===== src/rtl/sls_pkg.sv =====
package sls_pkg;
  localparam int NUM_SIDES = 2;
  localparam int IDX_LO    = 0;
  localparam int IDX_HI    = 1;
endpackage


===== src/rtl/sls_uv_filter.sv =====
module sls_uv_filter #(
  parameter int FILT_CYCLES = 800
) (
  input  logic clk,
  input  logic rst_n,
  input  logic clr,
  input  logic below,
  input  logic above,
  output logic locked,
  output logic lock_set
);
  localparam int CNT_W = (FILT_CYCLES > 1) ? $clog2(FILT_CYCLES) : 1;
  localparam logic [CNT_W-1:0] LAST = CNT_W'(FILT_CYCLES - 1);

  logic [CNT_W-1:0] cnt_q, cnt_d;
  logic             lock_q, lock_d;
  logic             cnt_en;

  always_comb begin
    cnt_d    = cnt_q;
    lock_d   = lock_q;
    lock_set = 1'b0;
    if (clr) begin
      cnt_d  = '0;
      lock_d = 1'b0;
    end else if (lock_q) begin
      cnt_d = '0;
      if (above && !below) lock_d = 1'b0;
    end else if (below) begin
      if (cnt_q == LAST) begin
        cnt_d    = '0;
        lock_d   = 1'b1;
        lock_set = 1'b1;
      end else begin
        cnt_d = cnt_q + 1'b1;
      end
    end else begin
      cnt_d = '0;
    end
  end

  assign cnt_en = clr | lock_q | below | (cnt_q != '0);

  always_ff @(posedge clk or negedge rst_n) begin
    if (!rst_n) begin
      cnt_q  <= '0;
      lock_q <= 1'b0;
    end else begin
      if (cnt_en) cnt_q <= cnt_d;
      lock_q <= lock_d;
    end
  end

  assign locked = lock_q;
endmodule


===== src/rtl/sls_rearm.sv =====
module sls_rearm (
  input  logic clk,
  input  logic rst_n,
  input  logic force_set,
  input  logic cmd,
  output logic pending
);
  logic cmd_q;
  logic pend_q, pend_d;
  logic rise;

  assign rise = cmd & ~cmd_q;

  always_comb begin
    pend_d = pend_q;
    if (force_set)  pend_d = 1'b1;
    else if (rise)  pend_d = 1'b0;
  end

  always_ff @(posedge clk or negedge rst_n) begin
    if (!rst_n) begin
      cmd_q  <= 1'b1;
      pend_q <= 1'b1;
    end else begin
      cmd_q  <= cmd;
      pend_q <= pend_d;
    end
  end

  assign pending = pend_q;
endmodule


===== src/rtl/supply_lockout_sup.sv =====
module supply_lockout_sup
  import sls_pkg::*;
#(
  parameter int FILT_CYCLES = 800
) (
  input  logic clk,
  input  logic rst_n,
  input  logic hs_below_trip,
  input  logic hs_above_rel,
  input  logic ls_por,
  input  logic hs_cmd,
  input  logic ls_cmd,
  output logic hs_block,
  output logic ls_block,
  output logic hs_rearm,
  output logic ls_rearm,
  output logic hs_drv,
  output logic ls_drv
);
  logic                 uv_locked;
  logic                 uv_set;
  logic [NUM_SIDES-1:0] cmd_vec;
  logic [NUM_SIDES-1:0] force_vec;
  logic [NUM_SIDES-1:0] pend_vec;
  logic [NUM_SIDES-1:0] block_vec;
  logic [NUM_SIDES-1:0] drv_vec;

  sls_uv_filter #(.FILT_CYCLES(FILT_CYCLES)) u_uv (
    .clk      (clk),
    .rst_n    (rst_n),
    .clr      (ls_por),
    .below    (hs_below_trip),
    .above    (hs_above_rel),
    .locked   (uv_locked),
    .lock_set (uv_set)
  );

  assign cmd_vec[IDX_HI]   = hs_cmd;
  assign cmd_vec[IDX_LO]   = ls_cmd;
  assign force_vec[IDX_HI] = ls_por | uv_locked | uv_set;
  assign force_vec[IDX_LO] = ls_por;

  for (genvar s = 0; s < NUM_SIDES; s++) begin : g_side
    logic side_cause;
    sls_rearm u_rearm (
      .clk       (clk),
      .rst_n     (rst_n),
      .force_set (force_vec[s]),
      .cmd       (cmd_vec[s]),
      .pending   (pend_vec[s])
    );
    if (s == IDX_HI) begin : g_hi
      assign side_cause = ls_por | uv_locked;
    end else begin : g_lo
      assign side_cause = ls_por;
    end
    assign block_vec[s] = side_cause | pend_vec[s];
    assign drv_vec[s]   = cmd_vec[s] & ~block_vec[s];
  end

  assign hs_block = block_vec[IDX_HI];
  assign ls_block = block_vec[IDX_LO];
  assign hs_rearm = pend_vec[IDX_HI];
  assign ls_rearm = pend_vec[IDX_LO];
  assign hs_drv   = drv_vec[IDX_HI];
  assign ls_drv   = drv_vec[IDX_LO];
endmodule


===== config.mk =====
export PLATFORM = sky130hd
export DESIGN_NAME = supply_lockout_sup
export DESIGN_NICKNAME = d
export VERILOG_FILES = /design/src/rtl/sls_pkg.sv /design/src/rtl/sls_uv_filter.sv /design/src/rtl/sls_rearm.sv /design/src/rtl/supply_lockout_sup.sv
export SDC_FILE = /design/constraint.sdc
export NUM_CORES = 1
export LEC_CHECK = 0
export ABC_AREA = 1
export BUFFER_PORTS_ARGS = -buffer_cell sky130_fd_sc_hd__buf_4
export CORE_MARGIN = 3
export CORE_UTILIZATION = 53
export CTS_CLUSTER_SIZE = 25
export DETAILED_ROUTE_END_ITERATION = 8
export PLACE_DENSITY = 0.76
export RECOVER_POWER = 25
export SLEW_MARGIN = 20
export SYNTH_ARGS = -nofsm -noshare
export SYNTH_HDL_FRONTEND = slang
export SYNTH_SLANG_ARGS = --single-unit

===== constraint.sdc =====
create_clock -name clk -period 2.4 [get_ports clk]
set_clock_uncertainty 0.1 [all_clocks]
set_input_delay 0.24 -clock clk [delete_from_list [all_inputs] [get_ports clk]]
set_output_delay 0.24 -clock clk [all_outputs]
set_load 0.1 [all_outputs]

After elaboration in Yosys (flattened, before gate mapping)
Cells that the tools add are included.
{ "word_totals": {"reg_bits": 15, "in_bits": 7, "output_inout_bits": 6, "word_cells": 42} }
{ "classes": {"addsub": 1, "eq_ne": 1, "mux": 15, "bitwise": 14, "reduce_logical": 5} }
{ "op_table": {"columns": ["operator", "n"], "rows": [
  ["$mux 10", 4],
  ["$mux 1", 11],
  ["$add 10x1->10 const B", 1],
  ["$eq 10x10->1 const B", 1],
  ["$reduce_bool 10->1", 1],
  ["$or 1x1->1", 6],
  ["$and 1x1->1", 4],
  ["$not 1->1", 4],
  ["$reduce_bool 2->1", 2],
  ["$logic_and 1x1->1", 1],
  ["$logic_not 1->1", 1]
]} }

Depth between registers and ports, before layout
{ "logic_depth": {"ltp_word": 7, "ltp_mapped": 6, "mapped_depth_nobuf": 6} }

By module
A second synthesis with hierarchy kept.
{ "hier_totals": {"hier_cells": 115, "hier_area_um2": 848.3} }
{ "by_module_without_submodules": {"columns": ["mod", "n_inst", "cells_each", "area_per_inst_um2", "seq_area_each_um2"], "rows": [
  ["sls_uv_filter", 1, 91, 660.6, 275.3],
  ["sls_rearm", 2, 7, 71.3, 52.6],
  ["supply_lockout_sup", 1, 10, 45.0, 0.0]
]} }

Worst setup path before layout
OpenSTA, ideal clock, no wires.
{ "synth_path": {"path_type": "reg-to-output", "from": "reg g_side[0].u_rearm.pend_q", "to": "out ls_drv", "arrival_ns": 2.448, "t_required_ns": 2.060, "setup_slack_ns": -0.388, "path_stages_with_launch": 3, "path_buffers": 0, "cell_sequence": "dfstp_2 or2_2 nor2_1"} }
{ "synth_via": {"elab_chain_cells": 3} }
{ "synth_lines": {"columns": ["item", "line", "rtl"], "rows": [
  ["start, declared", "sls_rearm.sv:9", "logic pend_q, pend_d;"],
  ["start signal, assigned", "sls_rearm.sv:26", "pend_q <= pend_d;"],
  ["$or 1x1->1", "supply_lockout_sup.sv:57", "assign block_vec[s] = side_cause | pend_vec[s];"],
  ["named net ls_block", "supply_lockout_sup.sv:14", "output logic ls_block,"],
  ["$not 1->1", "supply_lockout_sup.sv:58", "assign drv_vec[s] = cmd_vec[s] & ~block_vec[s];"],
  ["$and 1x1->1", "supply_lockout_sup.sv:58", null],
  ["end, declared", "supply_lockout_sup.sv:18", "output logic ls_drv"]
]} }
The timed path passes the listed nets, and every way through them passes these cells.

Worst setup path in the final report
{ "layout_path": {"from": "reg u_uv.lock_q, in the netlist u_uv.locked", "to": "out hs_block"} }
{ "layout_via": {"elab_chain_cells": 2} }
{ "layout_lines": {"columns": ["item", "line", "rtl"], "rows": [
  ["start, declared", "sls_uv_filter.sv:16", "logic lock_q, lock_d;"],
  ["start signal, assigned", "sls_uv_filter.sv:50", "lock_q <= lock_d;"],
  ["$or 1x1->1", "supply_lockout_sup.sv:53", "assign side_cause = ls_por | uv_locked;"],
  ["$or 1x1->1", "supply_lockout_sup.sv:57", null],
  ["end, declared", "supply_lockout_sup.sv:13", "output logic hs_block,"]
]} }
Every way passes these cells.

==> summary.md <==
| Metric | Value |
|---|---|
| Outcome | finished clean |
| Routed Antenna Nets | 0 |
| Hpwl dp | approximately 1300 um |
| Initial Util | 59.1% |
| Highest clock rate | 0.573 GHz |
| Critical-path maximum fanout | 3 |
| Combinational fraction of design power | about a fifth |
| Setup tns final | 0 ns |
| Met3 routed WL | 80 um |
| FF+latch count, synth | 15 |
| Synth Instances | 97 |
| First-pass iteration count of the detailed router | 4 |
| Final Slew Violations | 0 |
| Final nets | 126 |
| CP endpoint kind | primary output |
| Chip height | 44.8 um |
| Period utilization | 72.7% |
| Lkg Pwr | 0.445 nW |
| Clk slew on worst S/H paths | around 0.080 ns |
| Reg power frac | 53.4% |
| Vias in the first global route | 654 |
| Slowest CP cell | dfrtp_1 |
| Port bufs | 12 |
| CP top delay family | flip-flops |
| Layout area overhead | 20.5% |
| Fin util | a little under three quarters |
| Total grt overflow | 0 |
| Internal reg-to-reg setup slack | 0.95 ns |
| Switching power | roughly 0.15 mW |
| Fraction of layout cells with a size suffix above 1 | around a quarter |
| Width of the die | 44.8 um |
| Clk Tree Root Cell | clkbuf_4 |
| Detail Route met2 WL | 826 um |
| Worst r2r path cells | 6 |
| DRT met1 WL | 777 um |
| Initial antenna violation count | 0 |
| Max cap viols | 0 |
| Peak supply drop | 0.000465 V |
| CP Data Required Time | 2.06 ns |
| 1st-iter DRT viols | 21 |
| FP Rows | 13 |
| Clk_lat worst skew | ~0.27 ns |
| H-tree levels | 1 |
| CTS max path bufs | 2 |
| WP buf/inv | 2 |
| Largest net degree at the start of global routing | 16 |
| Power Internal | 0.353 mW |
| Post-layout min period | 1.75 ns |
| PD cells | ~520 nW/um^2 |
| Reg-to-reg endpoint | u_uv.cnt_q[0]$_DFFE_PN0P_ |
| Synthesized area | 798 sq um |
| ANT cells | 0 |
| Filler cell count | 111 |
| Core footprint | around 1400 sq um |
| Drt total wl | about 1700 um |
| Yosys cell types | 21 |
| Final setup fails | 0 |
| Drt via density | around 5.2 |
| CP startpoint kind | flip-flop |
| RSZ-0062 raised after global routing | false |
| Critical Path End | hs_block |
| Crit path depth | 4 |
| Seq/Total Area, Yosys | 47.6% |
| Boundary pin count | 13 |
| Top routing layer in use | met4 |
| WP data arrival | 1.41 ns |
| First-pass GRT wire length | 2810 um |
| Tightest Pin Transition | 0.791 ns |
| Syn_nets | 106 |
| Worst slew margin | 47.2% |
| # resized after CTS | 0 |
| Kind of critical path | flip-flop to primary output |
| CTS Buf Count | 3 |
| Final Hold Vio Count | 0 |
| CTS tree | done |
| Gr usage total | 19.7% |
| Crit-path max cell delay | 0.41 ns |
| Reg-to-reg startpoint | u_uv.cnt_q[0]$_DFFE_PN0P_ |
| Crit path from | u_uv.locked$_DFF_PN0_ |
| Hold crit path type | primary input to flip-flop |
| WL/cell | around 13 um |
| Net Sw Frac | 29.8% |
| Crit path cell chain | nor2_2, inv_1, or2_1, buf_4 |
| Die ar. | 2010 sq um |
| Power share of the clock group | roughly 28% |
| DR DRC count | 0 |
| Synth Warn # | 0 |
| Avg Cell Area, Syn | 8.23 sq um |
| GPL Wtd Cong | between 0.8 and 0.9 |
| TritonCTS sink count | 15 |
| Via count | 684 |
==> layer usage <==
| layer | up-vias | global-route usage, % |
|---|---|---|
| li1 | 349 | - |
| met1 | 314 | 25.4 |
| met2 | 17 | 31.8 |
| met3 | 4 | 3.98 |
| met4 | 0 | 9.36 |
| met5 | - | 0 |
==> cell usage after synthesis, drive strengths merged <==
| cell | instances | share of area, % |
|---|---|---|
| nand4 | 2 | 1.6 |
| or2 | 3 | 2.4 |
| inv | 15 | 7.1 |
| dfstp | 4 | 13 |
| nor2 | 15 | 9.9 |
| xor2 | 2 | 2.2 |
| dfrtp | 11 | 34 |
| nand3 | 11 | 8.2 |
| nand2 | 19 | 9.6 |
| ha | 2 | 3.1 |
| o31ai | 1 | 0.94 |
| nor3 | 4 | 2.5 |
| o21ai | 4 | 2.5 |
| a21oi | 4 | 2.5 |
==> cells in the final DEF (no fill, tap or decap), drive strengths merged <==
master	netlist	routed
inv	15	15
nand4	2	2
nor3	4	4
dfstp	4	4
clkbuf	0	5
or2	3	3
a21oi	4	4
dfrtp	11	11
dlygate4sd3	0	3
o21ai	4	4
nor2	15	15
buf	0	11
ha	2	2
o31ai	1	1
nand3	11	11
xor2	2	2
nand2	19	19
==> how the worst min path moves through the flow <==
stage / cells after the start / slack (ns) / start / endpoint
after global placement: 1 / 0.003 / rst_n / u_uv.cnt_q[5]$_DFFE_PN0P_
after CTS: 2 / 0.05 / ls_por / u_uv.locked$_DFF_PN0_
after global routing: 2 / 0.04 / ls_por / u_uv.locked$_DFF_PN0_
after detailed placement: 1 / 0.003 / rst_n / u_uv.cnt_q[7]$_DFFE_PN0P_
final: 2 / 0.05 / ls_por / u_uv.locked$_DFF_PN0_
after floorplan: 0 / -0.16 / rst_n / u_uv.cnt_q[0]$_DFFE_PN0P_
==> stage by stage <==
stage / power, mW / instance area (sq um) / hold WS [ns] / cells / setup slack (ns)
after global placement: 0.363 / 910 / 0.00268 / 124 / 0.978
after detailed placement: 0.365 / 910 / 0.00323 / 124 / 0.954
after global routing: 0.529 / 962 / 0.0408 / 131 / 0.571
after floorplan: 0.336 / 801 / -0.156 / 97 / 0.0840
final: 0.503 / 962 / 0.0504 / 131 / 0.655
after CTS: 0.508 / 966 / 0.0464 / 131 / 0.644
==> power groups by stage <==
stage / clock [mW] / combinational [mW] / sequential [mW]
final: 0.140 / 0.0943 / 0.268
after global routing: 0.158 / 0.101 / 0.269
after CTS: 0.143 / 0.0957 / 0.269
after detailed placement: 0 / 0.0915 / 0.273
after global placement: 0 / 0.0908 / 0.273
after floorplan: 0 / 0.0427 / 0.293
==> cell families after synthesis <==
family          synth area share (%)
simple gates                    34.0
buf+inv                         7.05
flops                           47.6
compound gates                  5.96
xor+xnor                        2.19
fa+ha+maj                       3.13
==> sequential cells by signal (all words and copies together), names as in the netlist <==
name and count:
g_side.u_rearm.pending 2, u_uv.locked 1, g_side.u_rearm.cmd_q 2, u_uv.cnt_q 10
==> layout make-up <==
cell class	instances	area, sq um	share of cell area (%)
sequential	15	380	39.5
clock buffer	4	26.3	2.73
timing repair buffer	15	116	12.1
multi-input combinational	67	364	37.8
inverter	15	56.3	5.85
tap	15	18.8	1.95
==> repair_timing <==
action | CTS | global route
hold buffers | 3 | 0
hold endpoints to repair | 17 | 0
setup buffers | 0 | 0
Note: power is estimated with default switching activity, not from simulation.
